### config.mk
export PLATFORM = sky130hd
export DESIGN_NAME = cal_pulse_gen
export DESIGN_NICKNAME = d
export VERILOG_FILES = /design/src/rtl/cal_pkg.sv /design/src/rtl/cal_timebase.sv /design/src/rtl/cal_shaper.sv /design/src/rtl/cal_pulse_gen.sv
export SDC_FILE = /design/constraint.sdc
export NUM_CORES = 1
export LEC_CHECK = 0
export BUFFER_PORTS_ARGS = -buffer_cell sky130_fd_sc_hd__clkbuf_2
export CORE_ASPECT_RATIO = 0.75
export CORE_MARGIN = 2
export CORE_UTILIZATION = 30
export DETAILED_ROUTE_END_ITERATION = 10
export PLACE_DENSITY_LB_ADDON = 0.15
export SKIP_CTS_REPAIR_TIMING = 1
export SYNTH_ARGS = -nofsm -noshare
export SYNTH_HDL_FRONTEND = slang
export SYNTH_SLANG_ARGS = --single-unit
### constraint.sdc
create_clock -name clk -period 3.3 [get_ports clk]
set_clock_uncertainty 0.2 [all_clocks]
set_input_delay 0.66 -clock clk [delete_from_list [all_inputs] [get_ports clk]]
set_output_delay 0.66 -clock clk [all_outputs]
set_load 0.01 [all_outputs]
### src/rtl/cal_pkg.sv
package cal_pkg;
  parameter int unsigned CAL_NCODES  = 8;
  parameter int unsigned CAL_WIDTH_W = 11;
  parameter int unsigned CAL_ROUTE_W = 2;

  typedef struct packed {
    logic pos;
    logic neg;
  } cal_drive_t;
endpackage

### src/rtl/cal_timebase.sv
module cal_timebase #(
  parameter int unsigned BASE_LOG2 = 7,
  parameter int unsigned NCODES    = 8,
  parameter int unsigned CODE_W    = 3,
  parameter int unsigned WIDTH_W   = 11,
  parameter int unsigned CNT_W     = BASE_LOG2 + 2*(NCODES-1)
) (
  input  logic               clk,
  input  logic               rst_n,
  input  logic               enable,
  input  logic [CODE_W-1:0]  freq_code,
  input  logic [WIDTH_W-1:0] width_cnt,
  input  logic               half_duty,
  output logic [CNT_W-1:0]   cnt_q,
  output logic [CNT_W-1:0]   half_len,
  output logic [CODE_W-1:0]  act_code_q,
  output logic [WIDTH_W-1:0] act_width_q,
  output logic               act_half_q
);
  localparam logic [CODE_W:0] MAX_CODE = (CODE_W+1)'(NCODES-1);

  logic [CODE_W:0]  steps_down;
  logic [CNT_W-1:0] last_cnt;
  logic             wrap;
  logic             load_en;
  logic [CNT_W-1:0] cnt_d;

  always_comb begin
    steps_down = MAX_CODE - {1'b0, act_code_q};
    last_cnt   = {CNT_W{1'b1}} >> {steps_down, 1'b0};
    half_len   = (last_cnt >> 1) + 1'b1;
    wrap       = (cnt_q == last_cnt);
    load_en    = !enable || wrap;
    if (load_en) cnt_d = '0;
    else         cnt_d = cnt_q + 1'b1;
  end

  always_ff @(posedge clk or negedge rst_n) begin
    if (!rst_n) begin
      cnt_q       <= '0;
      act_code_q  <= '0;
      act_width_q <= '0;
      act_half_q  <= 1'b0;
    end else begin
      cnt_q <= cnt_d;
      if (load_en) begin
        act_code_q  <= freq_code;
        act_width_q <= width_cnt;
        act_half_q  <= half_duty;
      end
    end
  end
endmodule

### src/rtl/cal_shaper.sv
module cal_shaper import cal_pkg::*; #(
  parameter int unsigned CNT_W   = 21,
  parameter int unsigned WIDTH_W = 11,
  parameter int unsigned ROUTE_W = 2
) (
  input  logic               clk,
  input  logic               rst_n,
  input  logic               enable,
  input  logic               iso_closed,
  input  logic               bipolar,
  input  logic               mag_sel,
  input  logic [ROUTE_W-1:0] route_mode,
  input  logic [CNT_W-1:0]   cnt_q,
  input  logic [CNT_W-1:0]   half_len,
  input  logic [WIDTH_W-1:0] act_width_q,
  input  logic               act_half_q,
  output logic               drive_pos,
  output logic               drive_neg,
  output logic               mag_out,
  output logic [ROUTE_W-1:0] route_out,
  output logic               cal_blocked
);
  localparam int unsigned CMP_W = (CNT_W > WIDTH_W) ? CNT_W : WIDTH_W;

  logic [CMP_W-1:0] half_x, wid_x, high_x, cnt_x;
  logic             in_high;
  cal_drive_t       drv_d, drv_q;
  logic             blk_d;

  always_comb begin
    half_x = CMP_W'(half_len);
    wid_x  = CMP_W'(act_width_q);
    cnt_x  = CMP_W'(cnt_q);
    if (act_half_q)           high_x = half_x;
    else if (wid_x > half_x)  high_x = half_x;
    else                      high_x = wid_x;
    in_high = (cnt_x < high_x);

    blk_d = enable && iso_closed;
    if (!enable || iso_closed) begin
      drv_d.pos = 1'b0;
      drv_d.neg = 1'b0;
    end else begin
      drv_d.pos = in_high;
      drv_d.neg = !in_high && bipolar;
    end
  end

  always_ff @(posedge clk or negedge rst_n) begin
    if (!rst_n) begin
      drv_q       <= '0;
      cal_blocked <= 1'b0;
      mag_out     <= 1'b0;
      route_out   <= '0;
    end else begin
      drv_q       <= drv_d;
      cal_blocked <= blk_d;
      mag_out     <= mag_sel;
      route_out   <= route_mode;
    end
  end

  assign drive_pos = drv_q.pos;
  assign drive_neg = drv_q.neg;
endmodule

### src/rtl/cal_pulse_gen.sv
module cal_pulse_gen import cal_pkg::*; #(
  parameter int unsigned BASE_LOG2 = 7,
  parameter int unsigned NCODES    = CAL_NCODES,
  parameter int unsigned CODE_W    = $clog2(CAL_NCODES),
  parameter int unsigned WIDTH_W   = CAL_WIDTH_W,
  parameter int unsigned ROUTE_W   = CAL_ROUTE_W
) (
  input  logic               clk,
  input  logic               rst_n,
  input  logic               enable,
  input  logic [CODE_W-1:0]  freq_code,
  input  logic [WIDTH_W-1:0] width_cnt,
  input  logic               half_duty,
  input  logic               bipolar,
  input  logic               mag_sel,
  input  logic [ROUTE_W-1:0] route_mode,
  input  logic               iso_closed,
  output logic               drive_pos,
  output logic               drive_neg,
  output logic               mag_out,
  output logic [ROUTE_W-1:0] route_out,
  output logic               cal_blocked
);
  localparam int unsigned CNT_W = BASE_LOG2 + 2*(NCODES-1);

  logic               rst_meta_q, rst_sync_n;
  logic [CNT_W-1:0]   cnt_q, half_len;
  logic [CODE_W-1:0]  act_code_q;
  logic [WIDTH_W-1:0] act_width_q;
  logic               act_half_q;

  always_ff @(posedge clk or negedge rst_n) begin
    if (!rst_n) begin
      rst_meta_q <= 1'b0;
      rst_sync_n <= 1'b0;
    end else begin
      rst_meta_q <= 1'b1;
      rst_sync_n <= rst_meta_q;
    end
  end

  cal_timebase #(
    .BASE_LOG2(BASE_LOG2), .NCODES(NCODES), .CODE_W(CODE_W),
    .WIDTH_W(WIDTH_W), .CNT_W(CNT_W)
  ) u_tb (
    .clk(clk), .rst_n(rst_sync_n), .enable(enable),
    .freq_code(freq_code), .width_cnt(width_cnt), .half_duty(half_duty),
    .cnt_q(cnt_q), .half_len(half_len), .act_code_q(act_code_q),
    .act_width_q(act_width_q), .act_half_q(act_half_q)
  );

  cal_shaper #(
    .CNT_W(CNT_W), .WIDTH_W(WIDTH_W), .ROUTE_W(ROUTE_W)
  ) u_sh (
    .clk(clk), .rst_n(rst_sync_n), .enable(enable),
    .iso_closed(iso_closed), .bipolar(bipolar), .mag_sel(mag_sel),
    .route_mode(route_mode), .cnt_q(cnt_q), .half_len(half_len),
    .act_width_q(act_width_q), .act_half_q(act_half_q),
    .drive_pos(drive_pos), .drive_neg(drive_neg), .mag_out(mag_out),
    .route_out(route_out), .cal_blocked(cal_blocked)
  );
endmodule

* Word level (Yosys, flattened, before mapping)
Cells that the tools add are included.
** Storage, ports and cells
- Output and inout bits :: 6
- Bits of input ports :: 23
- Logic and storage cells :: 28
- Register bits :: 44
** Operators by class
- Shift operators :: 1
- Reduce and logical (&&, ||, !) cells :: 6
- Add/subtract/negate cells :: 3
- Mux-type cells :: 4
- Equality and inequality tests :: 1
- $lt $le $gt $ge :: 2
** Operators by type and width (count)
- $mux 21 :: 3
- $add 20x1->21 const B :: 1
- $add 21x1->21 const B :: 1
- $eq 21x21->1 :: 1
- $gt 11x21->1 :: 1
- $lt 21x21->1 :: 1
- $shr 21x5->21 const A :: 1
- $sub 3x3->4 const A :: 1
- $logic_and 1x1->1 :: 2
- $logic_not 1->1 :: 2
- $logic_or 1x1->1 :: 2
- $mux 2 :: 1

* Logic depth before layout (Yosys ltp)
Gate-level depths: netlist of run 1.
- Depth in word-level cells :: 10
- Mapped depth :: 19

* Modules after synthesis
Synthesis of run 1 repeated with hierarchy kept, for this count alone.
** Second synthesis, totals
- Cell total of the unflattened synthesis :: 331
- Area, all modules :: 3288.2 um2
** Modules (own cells, without submodules)
- cal_timebase :: seq. area each 900.9 um2, cells an instance 194, instances 1, area each 2030.7 um2
- cal_shaper :: seq. area each 150.1 um2, cells an instance 134, instances 1, area each 1203.7 um2
- cal_pulse_gen :: seq. area each 50.0 um2, cells an instance 3, instances 1, area each 53.8 um2

* Worst setup path after synthesis of run 1
OpenSTA, ideal clock, no wires.
- Kind :: register to register
- Start point :: reg u_tb.act_code_q[2]
- End point :: reg u_sh.drv_q, in the netlist u_sh.drive_neg
- Cell stages (with the launch flop) :: 17
- Path slack :: -0.912 ns
- Buffers on the path :: 3
- Required time :: 2.979 ns
- Arrival time :: 3.891 ns
- Library setup time :: 0.121 ns
- Path through :: dfrtp_1 > buf_2 > clkbuf_1 > or2_2 > ha_1 > ha_1 > and3_1 > a221o_1 > a21oi_1 > clkbuf_1 > a21oi_1 > ha_1 > a2111oi_0 > o221ai_1 > a32oi_1 > o2111ai_1 > and4b_1
** RTL lines
- start, declared :: RTL line cal_timebase.sv:16 : output logic [CODE_W-1:0] act_code_q,
- start signal, assigned :: RTL line cal_timebase.sv:47 : act_code_q <= freq_code;
- end signal, assigned :: RTL line cal_shaper.sv:56 : drv_q <= drv_d;
- end, declared :: RTL line cal_shaper.sv:27 : cal_drive_t drv_d, drv_q;

==> metrics, run 1 <==
Ant. Diodes=0; Seq cells post-synth=44; slack of the critical path=-0.595 ns; CP peak stage delay=between 0.4 and 0.5 ns; outcome=finished, violations left; Hold Path Depth=0; first-pass GRT wire length=11.0 mm; Synth area leader=dfrtp_1; drt total wl=6.71 mm; dpl cells=437; Area growth, synth to finish=28.5%; clock power share=roughly 39%; CTS H-tree lvls=2; Synth Area per Inst=approximately 10 um2; largest net degree at the start of global routing=43; DP Area=3270 um2; multiplexer area fraction after synthesis=7.49%; Reg power frac=41.4%; vias per inst=4.81; Post-Synth Adder-Cell Area=about an eighth; CP max FO=7; CP endpoint kind=register; violated checks=negative setup slack; Hold Vio Cnt, Final=0; top-count cell post-synth=dfrtp_1; top_reg_cell synth=dfrtp_1; Multi-input gate area=approximately 1800 um2; Routed Antenna Nets=0; max cap viols=0; Worst setup SP type=register; number of fill cells in the layout=~920; Synth async-reset ratio=between 90% and 100%; Max Fclk=about 0.26 GHz; Worst-Margin Slew=0.954 ns; pwr dens=between 400 and 500 nW/um2; Final min period=a little under 4 ns; initial core utilization=between 30 and 40%; die span in y=between 80 and 90 um; Critical Path Slowest Stage Cell=or3_4; Seq/Total Area, Yosys=between 30% and 40%; Simple-Gate Fraction of Synth Area=between 20% and 30%; number of synthesized flops with an enable pin=0; Post-Synth XOR/XNOR Area=6.28%; Root Buffer=clkbuf_16; Crit Path Class=register to register; worst path cell trace=or3_4 -> inv_4 -> ha_4 -> inv_4 -> ha_4 -> a21o_1 -> a221o_1 -> a21oi_2 -> buf_6 -> nand2_4 -> ha_4 -> and4_1 -> a21boi_2 -> o311ai_2 -> o2111ai_2 -> and4b_1; clk_lat worst skew=roughly 0.29 ns; Reg clk slew, reported paths=0.06 ns; Die W=between 100 and 150 um; Die ar.=a little over 10000 um2; FF+latch area=1100 um2; Worst R2R Path Depth=16; Wirelength per Cell=approximately 15 um; period utilisation layout=118%; unrepaired setup endpoints after global routing=yes; CTS tree=built; num ports=29; design area=roughly 3600 um2; clk sinks=44; Worst path most repeated cell=ha_4; max-slew violation count=0; Sw Pwr=0.000385 W; Layout Cells excl Fill=450; gpl congestion=0.766; CTS buffer count=5; worst vdd ir=~0.16 mV; DR pass1 iterations=4; WP data required=3.27 ns; Compound-Gate Fraction of Synth Area=under 10%; initial antenna violation count=0; Syn Std Cell Area=about 2800 um2; Yosys top cell area share=39.5%; total track usage=~14%; Syn. warnings=0; Port Buffers=28; Vias=between 2000 and 2500; hpwl dp=4.83 mm; DRT iter0 DRCs=93; Final nets=between 300 and 400; Hold WC Path Type=register to register; internal power=between 0.001 and 0.0015 W; slew margin rel.=a little over a third; Comb power frac=around a fifth; Final Util=roughly two fifths; main combinational cell family by area after synthesis=simple AND/OR/NAND/NOR gates; count of cell types in the netlist=50; commonest cells in the synthesized netlist=dfrtp_1, nor2_1, ha_1; final setup vio count=2; Sw Share=about a quarter; dominant cells by area after synthesis=dfrtp_1, ha_1, mux2_4; cell count after synthesis=275; layout cells sized above 1=32.3%; Lkg Pwr=approximately 1.6 nW; row cnt=30; drc violations=0; CORE AREA=around 9000 um2; Bufs on Longest Clock Path=2; vias in the first global route=~2100; grt total ovfl=0; CP arrival=3.87 ns
-- worst paths after layout --
path	startpoint	to	slack [ns]
worst max register to register	u_tb.act_code_q[1]	u_sh.drive_neg	-0.59
min in group asynchronous	rst_sync_n	u_sh.route_out[0]	0.22
worst min register to register	rst_meta_q	rst_sync_n	0.16
worst min-delay path	rst_meta_q	rst_sync_n	0.16
worst max-delay path	u_tb.act_code_q[1]	u_sh.drive_neg	-0.59
max in group asynchronous	rst_sync_n	u_tb.act_width_q[10]	2.07
-- cell type report --
cell class	count	area share [%]
clock buffer	6	3.59
clock inverter	2	0.977
inverter	7	0.872
sequential	44	30.7
timing repair buffer	48	8.48
tap	128	4.47
multi-input combinational	215	50.9
-- state kept, by name (all words and copies together) (netlist names) --
register / flops
u_sh.mag_out: 1
u_sh.cal_blocked: 1
u_tb.act_half_q: 1
u_sh.route_out: 2
rst_meta_q: 1
u_sh.drive_neg: 1
u_tb.act_code_q: 3
rst_sync_n: 1
u_tb.cnt_q: 21
u_tb.act_width_q: 11
u_sh.drive_pos: 1
-- through the flow --
stage          worst slack (ns)  setup TNS [ns]  hold slack, ns  power (W)
4_1_cts                  -0.638           -1.24         -0.0646    0.00145
6_report                 -0.595           -1.11           0.157    0.00146
3_3_place_gp             -0.551           -1.06           0.139   0.000869
3_5_place_dp             -0.611           -1.18           0.146   0.000873
5_1_grt                  -0.744           -1.42           0.169    0.00154
2_1_floorplan            -0.506          -0.965           0.131   0.000792
-- cells by family after synthesis --
kind of cell | Yosys count
compound gates | 31
simple gates | 116
fa+ha+maj | 26
mux | 16
buf+inv | 21
other cells | 1
xor+xnor | 20
flops | 44
-- power by group through the flow --
stage / combinational (W) / sequential [W] / clock, W
after CTS: 0.000261 / 0.000604 / 0.000584
after detailed placement: 0.000259 / 0.000614 / 0
after global routing: 0.000327 / 0.000611 / 0.000607
final: 0.000294 / 0.000605 / 0.000563
after global placement: 0.000255 / 0.000614 / 0
after floorplan: 0.000187 / 0.000605 / 0
-- critical path, delay by kind of cell, from the launching register on --
kind / cells / cell delay [ns]
AOI/OAI and AO/OA: 6 / 1.41
and+or+nand+nor: 4 / 0.95
adders and majority gates: 3 / 0.54
DFF: 1 / 0.38
buffers and inverters: 3 / 0.30
-- cell usage in the layout, fill, tap and decap left out, drive strengths merged, types with 7 or more instances in the layout --
cell / synthesis / routed
buf: 6 / 19
nor3: 10 / 10
a21oi: 12 / 12
xor2: 7 / 7
xnor2: 13 / 13
dfrtp: 44 / 44
mux2: 15 / 15
nand4: 7 / 7
nor2: 28 / 28
clkbuf: 8 / 34
nand2: 16 / 16
inv: 7 / 7
ha: 26 / 26
nand3: 18 / 18
-- per-layer routing --
layer	track usage, %	vias up	wire [um]
met2	19.8	47	2780
met4	3.94	0	78
met3	2.92	8	333
met1	21.7	1023	3530
li1	-	1088	-
met5	0	-	0
Power figures use the tool's default switching activity.
==> inputs of run 2 (changes only) <==
==> constraint.sdc (replaced) <==
create_clock -name clk -period 4.46 [get_ports clk]
set_clock_uncertainty 0.2 [all_clocks]
set_input_delay 0.892 -clock clk [delete_from_list [all_inputs] [get_ports clk]]
set_output_delay 0.892 -clock clk [all_outputs]
set_load 0.01 [all_outputs]
==> metrics, run 2 (synthesis results as in run 1) <==
Worst path most repeated cell=ha_1; outcome=finished, final reports clean; Layout Cells excl Fill=about 440; CP top delay family=compound AO/OA/AOI/OAI gates; CTS tree=built; vias in the first global route=~2100; clk sinks=44; initial antenna violation count=0; vias per inst=between 4 and 5; setup_tns=0 ns; Routed Antenna Nets=0; DP Area=about 3000 um2; final setup vio count=0; CP arrival=4.19 ns; largest net degree at the start of global routing=between 40 and 50; pwr dens=319 nW/um2; Final nets=~360; CORE AREA=9050 um2; CP endpoint kind=register; slew margin rel.=38.0%; DR pass1 iterations=4; FF+latch area=1100 um2; unrepaired setup endpoints after global routing=no; hpwl dp=4.63 mm; Area growth, synth to finish=16.1%; CP peak stage delay=0.48 ns; Worst setup SP type=register; worst hold slack=approximately 0.15 ns; max cap viols=0; first-pass GRT wire length=roughly 11 mm; Multi-input gate area=approximately 1600 um2; Hold Vio Cnt, Final=0; commonest non-fill, non-tap cell in the layout=dfrtp_1; row cnt=30; num ports=29; Bufs on Longest Clock Path=2; period utilisation layout=a little over nine tenths; Largest register FFs=21; Vias=2124; Die W=115 um; Worst-Margin Slew=0.930 ns; Reg with most FFs=u_tb.cnt_q; layout cells sized above 1=about a fifth; Die ar.=10100 um2; WP data required=between 4 and 5 ns; grt total ovfl=0; CP max FO=14; clk_lat worst skew=about 0.3 ns; max-slew violation count=0; gpl congestion=0.753; Lkg Pwr=roughly 1.5 nW; Wirelength per Cell=between 10 and 15 um; worst vdd ir=approximately 0.14 mV; dpl cells=~430; CTS buffer count=5; drt total wl=about 6.5 mm; Critical Path Slowest Stage Cell=or3_1; total track usage=about 14%; design area=3240 um2; initial core utilization=a little under a third; top flop regs=u_tb.cnt_q x21, u_tb.act_width_q x11, u_tb.act_code_q x3; Root Buffer=clkbuf_16; Ant. Diodes=0; Reg clk slew, reported paths=around 0.070 ns; DRT iter0 DRCs=88; Port Buffers=28; CTS H-tree lvls=2; worst path bufs/invs=3; Max Fclk=0.238 GHz; die span in y=around 88 um; Crit Path Class=register to register; Final min period=around 4.2 ns; drc violations=0; Hold WC Path Type=register to register; worst path cell trace=or3_1 -> inv_1 -> ha_1 -> inv_1 -> ha_1 -> a21o_1 -> a221o_1 -> a21oi_1 -> buf_4 -> a21oi_1 -> ha_1 -> a2111oi_1 -> o221ai_1 -> a32oi_1 -> o2111ai_2 -> and4b_1; most frequent cells in the layout=dfrtp_1, nor2_1, clkbuf_2, ha_1, nand3_1; number of fill cells in the layout=around 950
[run 2: cell types whose count changed in the layout (fill, tap and decap cells not counted), sizes merged]
cell and change:
buf -14, clkbuf -1, clkinv -1, clkinvlp +1
dlygate4sd3 -1, inv +1
[run 2: report_power, final]
group	total, W	internal (W)	switching, W
registers	0.000444	0.000418	0.0000258
logic	0.000157	0.0000750	0.0000815
clock network	0.000433	0.000266	0.000167
total	0.00103	0.000759	0.000274
[run 2: area by class of cell]
class,count,share of cell area (%)
Clock inverter,3,1.43
Inverter,7,0.811
Multi-Input combinational cell,215,49.5
Tap cell,128,4.94
Clock buffer,5,3.86
Sequential cell,44,34.0
Timing Repair Buffer,33,5.48
[run 2: path summary, 6_finish.rpt]
kind,from,end,slack [ns],depth (start not counted)
max in group asynchronous,rst_sync_n,u_tb.act_half_q,3.26,0
hold / removal,rst_meta_q,rst_sync_n,0.15,0
min in group asynchronous,rst_n,rst_sync_n,0.17,1
setup reg to reg,u_tb.act_code_q[2],u_sh.drive_neg,0.25,16
setup / recovery,u_tb.act_code_q[2],u_sh.drive_neg,0.25,16
hold reg to reg,rst_meta_q,rst_sync_n,0.15,0
[run 2: metrics by stage]
| stage | power, W | setup slack, ns | util (%) |
|---|---|---|---|
| 2_1_floorplan | 0.000559 | 0.248 | - |
| 3_3_place_gp | 0.000606 | 0.437 | 33.8 |
| 3_5_place_dp | 0.000608 | 0.277 | 33.8 |
| 4_1_cts | 0.00105 | 0.247 | 35.7 |
| 5_1_grt | 0.00109 | 0.0218 | 35.8 |
| 6_report | 0.00103 | 0.251 | 35.8 |
[run 2: per-layer routing]
metal	routed length (um)	GRT usage (%)
met5	0	0
met4	74	3.94
met3	282	3.90
met2	2670	19.9
met1	3470	20.6
